File: src/rtl/exc_vec_pkg.sv
package exc_vec_pkg;
  localparam int VEC_W  = 20;
  localparam int STAT_W = 32;
  localparam int NCAUSE = 6;

  // cause indices in priority order, 0 is most urgent
  localparam int C_RST   = 0;
  localparam int C_MCHK  = 1;
  localparam int C_IFTCH = 2;
  localparam int C_DACC  = 3;
  localparam int C_ALIGN = 4;
  localparam int C_EXT   = 5;

  // status bit positions
  localparam int SB_NOXLAT = 1;
  localparam int SB_PROT   = 4;
  localparam int SB_WTDIR  = 5;
  localparam int SB_STORE  = 6;
  localparam int SB_XCTL   = 11;

  localparam logic [STAT_W-1:0] STAT_MASK =
    (STAT_W'(1) << SB_NOXLAT) | (STAT_W'(1) << SB_PROT) | (STAT_W'(1) << SB_WTDIR) |
    (STAT_W'(1) << SB_STORE)  | (STAT_W'(1) << SB_XCTL);

  function automatic logic [VEC_W-1:0] cause_offset(input int idx);
    case (idx)
      C_RST:   return VEC_W'(20'h00100);
      C_MCHK:  return VEC_W'(20'h00200);
      C_IFTCH: return VEC_W'(20'h00400);
      C_DACC:  return VEC_W'(20'h00300);
      C_ALIGN: return VEC_W'(20'h00600);
      default: return VEC_W'(20'h00500);
    endcase
  endfunction
endpackage

File: src/rtl/exc_cause_detect.sv
module exc_cause_detect
  import exc_vec_pkg::*;
#(
  parameter int N = NCAUSE,
  parameter int SW = STAT_W
) (
  input  logic          soft_rst_req,
  input  logic          hard_rst_req,
  input  logic          bus_xfer_err,
  input  logic          data_bus_busy,
  input  logic          mchk_pin,
  input  logic          addr_par_err,
  input  logic          data_par_err,
  input  logic          irq_pin,
  input  logic          irq_en,
  input  logic          ifetch_no_xlat,
  input  logic          ifetch_prot,
  input  logic          dacc_valid,
  input  logic          dacc_no_xlat,
  input  logic          dacc_prot,
  input  logic          dacc_wt_direct,
  input  logic          dacc_store,
  input  logic          dacc_xctl_off,
  input  logic          align_err,
  output logic [N-1:0]  raise,
  output logic [SW-1:0] stat_word
);
  logic dacc_any;

  assign dacc_any = dacc_no_xlat | dacc_prot | dacc_wt_direct | dacc_xctl_off;

  always_comb begin
    raise          = '0;
    raise[C_RST]   = soft_rst_req | hard_rst_req;
    raise[C_MCHK]  = mchk_pin | addr_par_err | data_par_err | (bus_xfer_err & data_bus_busy);
    raise[C_IFTCH] = ifetch_no_xlat | ifetch_prot;
    raise[C_DACC]  = dacc_valid & dacc_any;
    raise[C_ALIGN] = align_err;
    raise[C_EXT]   = irq_pin & irq_en;
  end

  always_comb begin
    stat_word            = '0;
    stat_word[SB_NOXLAT] = dacc_no_xlat;
    stat_word[SB_PROT]   = dacc_prot;
    stat_word[SB_WTDIR]  = dacc_wt_direct;
    stat_word[SB_STORE]  = dacc_store;
    stat_word[SB_XCTL]   = dacc_xctl_off;
  end
endmodule

File: src/rtl/exc_prio_sel.sv
module exc_prio_sel
  import exc_vec_pkg::*;
#(
  parameter int N = NCAUSE,
  parameter int VW = VEC_W
) (
  input  logic [N-1:0]  req,
  output logic [N-1:0]  grant,
  output logic          any,
  output logic [VW-1:0] offset
);
  // lower index wins
  logic [N:0] blocked;
  assign blocked[0] = 1'b0;

  for (genvar i = 0; i < N; i++) begin : g_chain
    assign grant[i]     = req[i] & ~blocked[i];
    assign blocked[i+1] = blocked[i] | req[i];
  end

  assign any = blocked[N];

  always_comb begin
    offset = '0;
    for (int i = 0; i < N; i++)
      if (grant[i]) offset = offset | VW'(cause_offset(i));
  end
endmodule

File: src/rtl/exc_status_reg.sv
module exc_status_reg
  import exc_vec_pkg::*;
#(
  parameter int SW = STAT_W
) (
  input  logic          clk,
  input  logic          rst,
  input  logic          wr_en,
  input  logic [SW-1:0] d,
  output logic [SW-1:0] q
);
  always_ff @(posedge clk) begin
    if (rst)        q <= '0;
    else if (wr_en) q <= d & SW'(STAT_MASK);
  end
endmodule

File: src/rtl/exc_vector_unit.sv
module exc_vector_unit
  import exc_vec_pkg::*;
(
  input  logic              clk,
  input  logic              rst,
  input  logic              soft_rst_req,
  input  logic              hard_rst_req,
  input  logic              bus_xfer_err,
  input  logic              data_bus_busy,
  input  logic              mchk_pin,
  input  logic              addr_par_err,
  input  logic              data_par_err,
  input  logic              irq_pin,
  input  logic              irq_en,
  input  logic              ifetch_no_xlat,
  input  logic              ifetch_prot,
  input  logic              dacc_valid,
  input  logic              dacc_no_xlat,
  input  logic              dacc_prot,
  input  logic              dacc_wt_direct,
  input  logic              dacc_store,
  input  logic              dacc_xctl_off,
  input  logic              align_err,
  output logic              vec_valid,
  output logic [VEC_W-1:0]  vec_offset,
  output logic [STAT_W-1:0] dfault_status
);
  logic [NCAUSE-1:0] raise, grant;
  logic [STAT_W-1:0] stat_word;
  logic [VEC_W-1:0]  sel_off;
  logic              take;

  exc_cause_detect #(.N(NCAUSE), .SW(STAT_W)) u_det (
    .soft_rst_req  (soft_rst_req),
    .hard_rst_req  (hard_rst_req),
    .bus_xfer_err  (bus_xfer_err),
    .data_bus_busy (data_bus_busy),
    .mchk_pin      (mchk_pin),
    .addr_par_err  (addr_par_err),
    .data_par_err  (data_par_err),
    .irq_pin       (irq_pin),
    .irq_en        (irq_en),
    .ifetch_no_xlat(ifetch_no_xlat),
    .ifetch_prot   (ifetch_prot),
    .dacc_valid    (dacc_valid),
    .dacc_no_xlat  (dacc_no_xlat),
    .dacc_prot     (dacc_prot),
    .dacc_wt_direct(dacc_wt_direct),
    .dacc_store    (dacc_store),
    .dacc_xctl_off (dacc_xctl_off),
    .align_err     (align_err),
    .raise         (raise),
    .stat_word     (stat_word)
  );

  exc_prio_sel #(.N(NCAUSE), .VW(VEC_W)) u_sel (
    .req   (raise),
    .grant (grant),
    .any   (take),
    .offset(sel_off)
  );

  exc_status_reg #(.SW(STAT_W)) u_stat (
    .clk  (clk),
    .rst  (rst),
    .wr_en(grant[C_DACC]),
    .d    (stat_word),
    .q    (dfault_status)
  );

  always_ff @(posedge clk) begin
    if (rst) begin
      vec_valid  <= 1'b0;
      vec_offset <= '0;
    end else begin
      vec_valid <= take;
      if (take) vec_offset <= sel_off;
    end
  end
endmodule

File: config.mk
export PLATFORM = sky130hd
export DESIGN_NAME = exc_vector_unit
export DESIGN_NICKNAME = d
export VERILOG_FILES = /design/src/rtl/exc_vec_pkg.sv /design/src/rtl/exc_cause_detect.sv /design/src/rtl/exc_prio_sel.sv /design/src/rtl/exc_status_reg.sv /design/src/rtl/exc_vector_unit.sv
export SDC_FILE = /design/constraint.sdc
export NUM_CORES = 1
export LEC_CHECK = 0
export ABC_CLOCK_PERIOD_IN_PS = 2350
export BUFFER_PORTS_ARGS = -buffer_cell sky130_fd_sc_hd__buf_2
export CAP_MARGIN = 10
export CORE_MARGIN = 10
export CORE_UTILIZATION = 38
export CTS_CLUSTER_DIAMETER = 150
export DETAILED_ROUTE_END_ITERATION = 6
export PLACE_DENSITY_LB_ADDON = 0.25
export SYNTH_ARGS = -nofsm -noshare
export SYNTH_HDL_FRONTEND = slang
export SYNTH_SLANG_ARGS = --single-unit
export TNS_END_PERCENT = 5
File: constraint.sdc
create_clock -name clk -period 2.35 [get_ports clk]
set_clock_uncertainty 0.15 [all_clocks]
set_input_delay 0.1175 -clock clk [delete_from_list [all_inputs] [get_ports clk]]
set_output_delay 0.1175 -clock clk [all_outputs]
set_load 0.01 [all_outputs]
## Word level (Yosys, flattened, before mapping)

Cells that the tools add are included.

| storage, ports and cells | value |
|---|---|
| register bits | 26 |
| input port bits | 20 |

| cells by class | value |
|---|---|
| mux-type cells | 11 |
| bitwise operators | 31 |

Operators by type and width:

| cell | count |
|---|---|
| $mux 20 | 10 |
| $or 20x20->20 | 5 |
| $or 1x1->1 | 13 |
| $mux 9 | 1 |
| $and 1x1->1 | 8 |
| $not 1->1 | 5 |

## Logic depth before layout (Yosys ltp)

Gate-level depths: netlist of run 1.

| logic depth | value |
|---|---|
| depth after elaboration | 15 |
| mapped depth | 4 |
| mapped depth without buffers | 4 |

## Cells and area by module

From an unflattened synthesis of run 1, not the netlist that was laid out.

| unflattened totals | value |
|---|---|
| cell total of the unflattened synthesis | 186 |
| area, all modules | 1692.9 um^2 |

Modules (own cells, without submodules):

| module | times used | cells an instance | area each (um^2) | seq. area each (um^2) |
|---|---|---|---|---|
| exc_vector_unit | 1 | 67 | 760.7 | 420.4 |
| exc_status_reg | 1 | 44 | 386.6 | 100.1 |
| exc_cause_detect | 1 | 39 | 292.8 | 0.0 |
| exc_prio_sel | 1 | 36 | 252.7 | 0.0 |

## Worst setup path after synthesis of run 1

Ideal clock, no wire load.

| path | value |
|---|---|
| path kind | in2reg |
| from | input port dacc_xctl_off |
| to | register u_stat.q[11] |
| arrival | 977 ps |
| setup slack | 1096 ps |
| stages | 4 |
| cells stage by stage | o41a_1 nand4_4 mux2i_1 nor2_1 |

| between the ends | value |
|---|---|
| word-level cells in the longest chain between the ends | 3 |

RTL lines:

| item | RTL line | source |
|---|---|---|
| start, declared | exc_vector_unit.sv:22 | `input logic dacc_xctl_off,` |
| $or 1x1->1 | exc_cause_detect.sv:30 | `assign dacc_any = dacc_no_xlat \| dacc_prot \| dacc_wt_direct \| dacc_xctl_off;` |
| $and 1x1->1 | exc_cause_detect.sv:37 | `raise[C_DACC] = dacc_valid & dacc_any;` |
| $and 1x1->1 | exc_prio_sel.sv:17 | `assign grant[i] = req[i] & ~blocked[i];` |
| end signal, assigned | exc_status_reg.sv:14 | `else if (wr_en) q <= d & SW'(STAT_MASK);` |
| end, declared | exc_status_reg.sv:10 | `output logic [SW-1:0] q` |

Parallel ways exist; a longest one is shown, timed or not.
A chain may end at the register's enable or synchronous reset.

## Worst setup path after layout of run 1

| path | value |
|---|---|
| from | input port dacc_no_xlat |
| to | register u_stat.q[1] |

| between the ends | value |
|---|---|
| word-level cells in the longest chain between the ends | 5 |

RTL lines:

| item | RTL line | source |
|---|---|---|
| start, declared | exc_vector_unit.sv:18 | `input logic dacc_no_xlat,` |
| $or 1x1->1 (3 in a row) | exc_cause_detect.sv:30 |  |
| $and 1x1->1 | exc_cause_detect.sv:37 |  |
| $and 1x1->1 | exc_prio_sel.sv:17 |  |

Parallel ways exist; a longest one is shown, timed or not.

==> results of run 1 <==
where the power goes:
part | switching, uW | internal [uW]
clock network | 60.8 | 63.1
registers | 1.17 | 156
logic | 61.5 | 28.6
total | 123 | 247
final cells by class:
class / instances / area (sq um) / area share (%)
Clock buffer: 3 / 22.52 / 2.514
Clock inverter: 1 / 5.005 / 0.5587
Multi-Input combinational cell: 74 / 404.1 / 45.11
Sequential cell: 9 / 180.2 / 20.11
Tap cell: 27 / 33.78 / 3.771
Timing Repair Buffer: 39 / 250.2 / 27.93
placed cells by master, fill, tap and decap left out:
cell	count
conb_1	44
buf_2	28
dlygate4sd3_1	11
nor2_1	10
dfxtp_1	9
mux2i_1	5
nand2_1	3
clkbuf_4	3
a2111oi_0	2
nor3_1	2
a2111oi_4	1
o41a_1	1
nand4_4	1
o41ai_1	1
a21boi_0	1
o31ai_2	1
a311oi_1	1
a2111oi_2	1
clkinv_2	1
cell usage after synthesis:
| cell | instances | area, sq um |
|---|---|---|
| a2111oi_0 | 2 | 17.52 |
| a2111oi_2 | 1 | 15.01 |
| a2111oi_4 | 1 | 27.53 |
| a21boi_0 | 1 | 7.510 |
| a311oi_1 | 1 | 8.760 |
| buf_1 | 1 | 3.750 |
| buf_4 | 44 | 330.3 |
| conb_1 | 1 | 3.750 |
| dfxtp_1 | 9 | 180.2 |
| mux2i_1 | 5 | 50.05 |
| nand2_1 | 3 | 11.26 |
| nand4_4 | 1 | 21.27 |
| nor2_1 | 10 | 37.54 |
| nor3_1 | 2 | 10.01 |
| o31ai_1 | 1 | 7.510 |
| o41a_1 | 1 | 11.26 |
| o41ai_1 | 1 | 8.760 |
path summary, 6_finish.rpt:
kind,cells after the start,end,slack (ns)
max,7,u_stat.q[1],0.07
min reg2reg,2,u_stat.q[11],0.37
min,3,vec_offset[8],0.05
max reg2reg,4,vec_offset[9],0.54
per-stage QoR:
stage	util, %	instance area, sq um	power, uW
after CTS	46.35	890.9	370.5
final	46.61	895.9	370.7
after global routing	46.61	895.9	395.8
after global placement	39.19	753.2	234.2
after floorplan	-	913.4	261.6
after detailed placement	39.19	753.2	234.8
timing repair:
item,in CTS,in global routing
buffers inserted,0,0
resized for setup,0,1
setup endpoints to repair,0,3
hold endpoints to repair,8,0
hold buffers,11,0
cells by family (layout without fill, tap and decap cells):
group,count (synthesis),in the layout,share of synthesized area (%)
buffers and inverters,45,43,44.43
and+or+nand+nor,16,16,10.65
AOI/OAI and AO/OA,9,9,13.81
DFF,9,9,23.96
muxes,5,5,6.656
other,1,44,0.4987
flip-flops by register name, indices dropped and copies added (netlist names):
name	cells
u_stat.q	5
vec_offset	3
vec_valid	1
routing by layer:
metal | up-vias | GRT usage, %
met5 | - | 0
met4 | 0 | 3.209
met3 | 4 | 7.045
met2 | 37 | 17.61
met1 | 257 | 7.730
li1 | 283 | -
worst register-to-register path, delay by kind of cell (launching register included):
kind	cells	cell delay, ns
buf+inv	1	0.60
flops	1	0.32
compound gates	3	0.69
==> flow_summary.yaml, run 1 <==
cts:
  cts-buffers-inserted: 3
  tritoncts: "built"
  h-tree-depth: 1
  clock_latency_ns: 0.27
  ctsLongestPathBuffers: 2
  clock_sinks: 9
  root_buffer: "clkbuf_4"
  clk_pin_slew_ns: 0.06
critical_path:
  timing_worst_setup_path_type: "input port to register"
  r2r-start: "vec_offset[9]"
  path_buf_inv: 3
  required_ns: 2.35
  cp_data_arrival_time_ns: 2.29
  max_stage_delay_ns: 0.56
  cp-startpoint: "dacc_no_xlat"
  cp_common_cell: "dlygate4sd3_1"
  cp_top_family: "buffers and inverters"
  cp_cell_sequence: "dlygate4sd3_1 -> buf_2 -> o41a_1 -> nand4_4 -> mux2i_1 -> nor2_1 -> dlygate4sd3_1"
  cp_slowest_cell: "dlygate4sd3_1"
  cp-start-kind: "input port"
  worstPathMaxFanout: 5
  cp-end-kind: "register"
drt:
  drtAntennaViolNets: 0
  routed_via_density: 3.797
  drtIter0Drc: 7
  vias: 581
  drt_wl_total_mm: 1.996
  dr.pass1.iters: 4
  m1WireLength_um: 639
  highest_layer: "met4"
  wl_per_cell_um: 13.05
  dr_wl_met2_mm: 1.087
  drc: 0
  wl_met3_um: 244
global_routing:
  antenna_found_initial: 0
  grt_pass1_wl_mm: 3.167
  grt_pass1_vias: 680
  grt_max_degree: 10
  grt_use_total_pct: 9.582
  grt-ovfl-total: 0
layout:
  area_growth_pct: 19.13
  drive_above_1_share_pct: 28.57
  n_antenna_cell: 0
  nets: 147
  fin_cells: 153
  nFillCells: 214
placement:
  placed_cells: 138
  port_buffers: 28
  dp_slack_ns: 0.8383
  dp_hpwl_mm: 1.647
  place.gp.congestion: 0.7152
floorplanning:
  die_h_um: 64.49
  core_area_sq_mm: 0.001922
  die_w_um: 64.49
  dieArea_sq_mm: 0.004158
  start_util_pct: 39.13
  rows: 16
  ioPinCount: 73
synthesis:
  ys_types: 17
  synth-seq-cells: 9
  netlist_area_sq_um: 752.0
  syn_area_per_cell_sq_um: 8.847
  synth_cells: 85
  yosysWarnings: 0
  yosysSeqAreaShare_pct: 23.96
min_path:
  hold_class: "input port to register"
  hp-start: "hard_rst_req"
flow_run:
  max-cap-violations: 0
sta:
  min_period_ns: 2.284
  grt_setup_unrepaired: "no"
  hold_slack_ns: 0.05172
  period_share_pct: 97.18
  slew_violations: 0
  setup-tns-final_ns: 0
  setup_viol: 0
  fmax_mhz: 437.9
  setup_ws_ns: 0.06623
  finalHoldViolations: 0
pwr:
  power_density_mw_per_mm2: 413.8
  vdd_drop_max_v: 0.0002901
  leakage_uw: 0.0005023
outcome:
  status: "complete, no violations"
Power figures use the tool's default switching activity.
==> run 2: changes to the inputs <==
CTS_CLUSTER_SIZE = 30   (was not set)
RECOVER_POWER = 25   (was not set)
==> run 2 against run 1 <==
Die area unchanged. Sequential share of layout area up 0.11 points. Power about the same. Clock-buffer cell count unchanged. Worst hold slack about the same. Critical path depth unchanged. Global-route usage unchanged. Critical path type unchanged. Largest power group unchanged.
==> flow_summary.yaml, run 2 (synthesis results as in run 1) <==
min_path:
  hp-start: "hard_rst_req"
  hold_path_depth: 3
  hold_class: "input port to register"
  hold_end: "vec_offset[8]"
floorplanning:
  core_area_sq_mm: 0.001922
  die_h_um: 64.49
  ioPinCount: 73
  rows: 16
  dieArea_sq_mm: 0.004158
  die_w_um: 64.49
  start_util_pct: 39.13
critical_path:
  cp_slowest_cell: "dlygate4sd3_1"
  cp-end-kind: "register"
  cp_cell_sequence: "dlygate4sd3_1 -> buf_2 -> o41a_1 -> nand4_4 -> mux2i_1 -> nor2_1 -> dlygate4sd3_1"
  cp_top_family: "buffers and inverters"
  timing_worst_setup_path_type: "input port to register"
  cp-start-kind: "input port"
  timing.reg2reg.setup_slack_ns: 0.53
  r2r-start: "vec_offset[9]"
  worstPathMaxFanout: 5
  reg2reg_depth: 4
  cp_data_arrival_time_ns: 2.29
  r2r_end: "vec_offset[9]"
  required_ns: 2.35
  cp_common_cell: "dlygate4sd3_1"
  max_stage_delay_ns: 0.56
  path_buf_inv: 3
sta:
  slew_violations: 0
  period_share_pct: 97.16
  hold_slack_ns: 0.05172
  setup-tns-final_ns: 0
  grt_setup_unrepaired: "no"
  fmax_mhz: 438.0
  setup_viol: 0
  min_period_ns: 2.283
  finalHoldViolations: 0
layout:
  regMostFlops: "u_stat.q"
  reg.largest.list: "u_stat.q: 5 flops, vec_offset: 3 flops, vec_valid: 1 flops"
  drive_above_1_share_pct: 25.40
  nets: 147
  multi_input_area_sq_um: 404.1
  ff_latch_area_sq_um: 180.2
  n_antenna_cell: 0
  nFillCells: 212
  final_cell_mix: "conb_1 (44), buf_2 (24), dlygate4sd3_1 (11)"
  final_common_cell: "conb_1"
  area_growth_pct: 18.47
  largest_register_ffs: 5
drt:
  dr.pass1.iters: 4
  routed_via_density: 3.797
  drtAntennaViolNets: 0
  drt_wl_total_mm: 1.998
  wl_per_cell_um: 13.06
  drtIter0Drc: 7
  drc: 0
  vias: 581
global_routing:
  grt_use_total_pct: 9.582
  grt_max_degree: 10
  antenna_found_initial: 0
  grt_pass1_vias: 680
  grt-ovfl-total: 0
  grt_pass1_wl_mm: 3.167
pwr:
  vdd_drop_max_v: 0.0002901
  power_density_mw_per_mm2: 415.9
  leakage_uw: 0.0004867
cts:
  tritoncts: "built"
  root_buffer: "clkbuf_4"
  clock_latency_ns: 0.27
  clock_sinks: 9
  clk_pin_slew_ns: 0.06
  cts-buffers-inserted: 3
  h-tree-depth: 1
  ctsLongestPathBuffers: 2
outcome:
  status: "complete, no violations"
placement:
  port_buffers: 28
  dp_hpwl_mm: 1.647
  place.gp.congestion: 0.7152
flow_run:
  max-cap-violations: 0
## run 2: tightest hold or removal path, stage by stage
cell and delay, ns:
buf_2 0.10, a311oi_1 0.05, nor3_1 0.15
## run 2: cell type report
class	count	share of cell area, %
clock buffer	3	2.528
clock inverter	1	0.5618
multi-input combinational	74	45.37
sequential	9	20.22
tap	27	3.792
timing repair buffer	39	27.53
## run 2: per-layer routing
metal / wire length, um / global-route usage (%)
met1: 654 / 7.730
met2: 1086 / 17.61
met3: 231 / 7.045
met4: 25 / 3.209
met5: 0 / 0
## run 2: worst max-delay path by stage
stage	start	endpoint	slack, ns	cells past startpoint
2_1_floorplan	dacc_xctl_off	u_stat.q[11]	1.10	4
3_3_place_gp	dacc_xctl_off	vec_offset[8]	0.81	5
3_5_place_dp	dacc_xctl_off	vec_offset[8]	0.84	5
4_1_cts	dacc_xctl_off	u_stat.q[4]	0.09	7
5_1_grt	dacc_no_xlat	vec_offset[9]	0.006	6
6_report	dacc_no_xlat	u_stat.q[1]	0.07	7
## run 2: repair_timing
| item | in CTS | in global routing |
|---|---|---|
| hold buffers | 11 | 0 |
| buffers inserted | 0 | 0 |
| gates resized for setup | 0 | 1 |
| endpoints found under the hold margin | 8 | 0 |
| endpoints found under the setup margin | 0 | 3 |
## run 2: where the power goes
group,internal (uW),leakage (uW),switching (uW)
clock,63.1,0.0000177,60.9
sequential,156,0.0000734,1.22
combinational,28.1,0.000396,61.6
total,247,0.000487,124
## run 2: metrics by stage
step	cell area, sq um	setup slack, ns	utilization [%]	std cells	total power, uW
global route	890.9	0.006135	46.35	153	395.2
finish	890.9	0.06669	46.35	153	370.5
detailed placement	753.2	0.8383	39.19	138	234.8
global placement	753.2	0.8109	39.19	138	234.2
CTS	890.9	0.09017	46.35	153	370.5
floorplan	913.4	1.096	-	128	261.6
==> run 3: changes to the inputs <==
ABC_CLOCK_PERIOD_IN_PS = 2400   (was 2350)
CORE_UTILIZATION = 35   (was 38)
clock period = 2.4 ns   (was 2.35 ns; I/O delays follow)
==> run 3 against run 2 <==
Power is 4.4% lower. Design area decreased by 5.2%. Flip-flop and latch count unchanged. Non-clock buffer count decreased by 4. Sequential share of layout area grew 1.1 points. Largest power group unchanged. First-iteration DRC count grew 14%. Clock power decreased by 6%. Clock-buffer cell count grew 1. Die area rose by 5.9%. Sequential power hardly changed. Register-to-register slack improved by 0.07 ns.
==> flow_summary.yaml, run 3 (synthesis results as in run 1) <==
layout:
  n_antenna_cell: 0
  fin_cells: 149
  regMostFlops: "u_stat.q"
  final_cell_mix: "conb_1 (44), buf_2 (24), nor2_1 (10)"
  final_common_cell: "conb_1"
  largest_register_ffs: 5
  nFillCells: 233
  area_growth_pct: 12.31
  drive_above_1_share_pct: 24.59
  ff_latch_area_sq_um: 180.2
  nets: 143
  multi_input_area_sq_um: 399.1
  reg.largest.list: "u_stat.q: 5 flops, vec_offset: 3 flops, vec_valid: 1 flops"
critical_path:
  cp_slowest_cell: "dlygate4sd3_1"
  cp-start-kind: "input port"
  cp_data_arrival_time_ns: 2.25
  timing_worst_setup_path_type: "input port to register"
  cp_cell_sequence: "dlygate4sd3_1 -> buf_2 -> o41a_1 -> o31ai_1 -> a2111oi_0 -> dlygate4sd3_1"
  cp_top_family: "buffers and inverters"
  required_ns: 2.40
  cp-end-kind: "register"
  path_buf_inv: 3
  worstPathMaxFanout: 3
  cp_common_cell: "dlygate4sd3_1"
  max_stage_delay_ns: 0.58
min_path:
  hold_class: "input port to register"
placement:
  port_buffers: 28
  place.gp.congestion: 0.7728
  dp_slack_ns: 0.9345
  dp_hpwl_mm: 1.655
  placed_cells: 138
drt:
  wl_per_cell_um: 12.56
  vias: 563
  routed_via_density: 3.779
  drtAntennaViolNets: 0
  drc: 0
  drtIter0Drc: 8
  drt_wl_total_mm: 1.872
  dr.pass1.iters: 4
sta:
  setup_viol: 0
  grt_setup_unrepaired: "no"
  hold_slack_ns: 0.01106
  setup-tns-final_ns: 0
  finalHoldViolations: 0
  setup_ws_ns: 0.1556
  fmax_mhz: 445.6
  min_period_ns: 2.244
  slew_violations: 0
  period_share_pct: 93.52
pwr:
  p_comb_share_pct: 23.9
  vdd_drop_max_v: 0.0003783
  swShare_pct: 31.55
  power_density_mw_per_mm2: 419.6
  leakage_uw: 0.0004614
  seq_power_share_pct: 43.3
  p_clk_share_pct: 32.8
  p_sw_uw: 111.8
  internal-power_uw: 242.6
cts:
  cts_resized: 0
  ctsLongestPathBuffers: 2
  post_cts_buffers: 0
  cts_hold_buf: 7
  clk_pin_slew_ns: 0.06
  root_buffer: "clkbuf_4"
  cts-buffers-inserted: 3
  clock_latency_ns: 0.25
  h-tree-depth: 1
  clock_sinks: 9
  tritoncts: "built"
floorplanning:
  start_util_pct: 37.56
  die_w_um: 66.35
  dieArea_sq_mm: 0.004402
  ioPinCount: 73
  rows: 16
  die_h_um: 66.35
  core_area_sq_mm: 0.002002
global_routing:
  grt_use_total_pct: 7.898
  grt_max_degree: 10
  grt_pass1_vias: 606
  grt-ovfl-total: 0
  antenna_found_initial: 0
  grt_pass1_wl_mm: 2.780
flow_run:
  max-cap-violations: 0
outcome:
  status: "complete, no violations"
[run 3: cell count changes in the layout (fill, tap and decap cells not counted)]
cell / change
clkinv_2: -1
dlygate4sd3_1: -4
o31ai_2: -1
clkbuf_1: +1
o31ai_1: +1
[run 3: area by class of cell]
| class | count | area share [%] |
|---|---|---|
| Timing Repair Buffer | 35 | 24.30 |
| Sequential cell | 9 | 21.33 |
| Tap cell | 27 | 4.000 |
| Multi-Input combinational cell | 74 | 47.26 |
| Clock buffer | 4 | 3.111 |
[run 3: worst paths after layout]
path	slack, ns	start	endpoint	depth (start not counted)
worst max-delay path	0.16	dacc_xctl_off	vec_offset[9]	6
worst min-delay path	0.01	rst	u_stat.q[4]	2
worst max register to register	0.60	vec_offset[9]	vec_offset[9]	4
worst min register to register	0.34	u_stat.q[4]	u_stat.q[4]	2
[run 3: power by group through the flow]
stage	clock network, uW	registers [uW]	logic [uW]
floorplan	0	158	97.8
global placement	0	157	72.4
detailed placement	0	157	72.9
CTS	122	154	81.6
global route	133	154	93.7
finish	116	154	84.6
[run 3: per-stage QoR]
step | area, sq um | total power [uW] | utilization, %
2_1_floorplan | 913.4 | 256.2 | -
3_3_place_gp | 753.2 | 229.5 | 37.63
3_5_place_dp | 753.2 | 229.8 | 37.63
4_1_cts | 849.6 | 357.3 | 42.44
5_1_grt | 844.6 | 380.4 | 42.19
6_report | 844.6 | 354.4 | 42.19
[run 3: worst register-to-register path, cell delays in order (launching register included)]
cell and delay, ns:
dfxtp_1 0.33, a21boi_0 0.20, o31ai_1 0.09, a2111oi_0 0.40
dlygate4sd3_1 0.59
[run 3: layer usage]
metal / GRT usage [%] / up-vias / share of wire [%]
li1: - / 274 / -
met1: 7.815 / 246 / 33
met2: 13.28 / 41 / 51
met3: 5.254 / 2 / 15
met4: 2.094 / 0 / 0.32
met5: 0 / - / 0
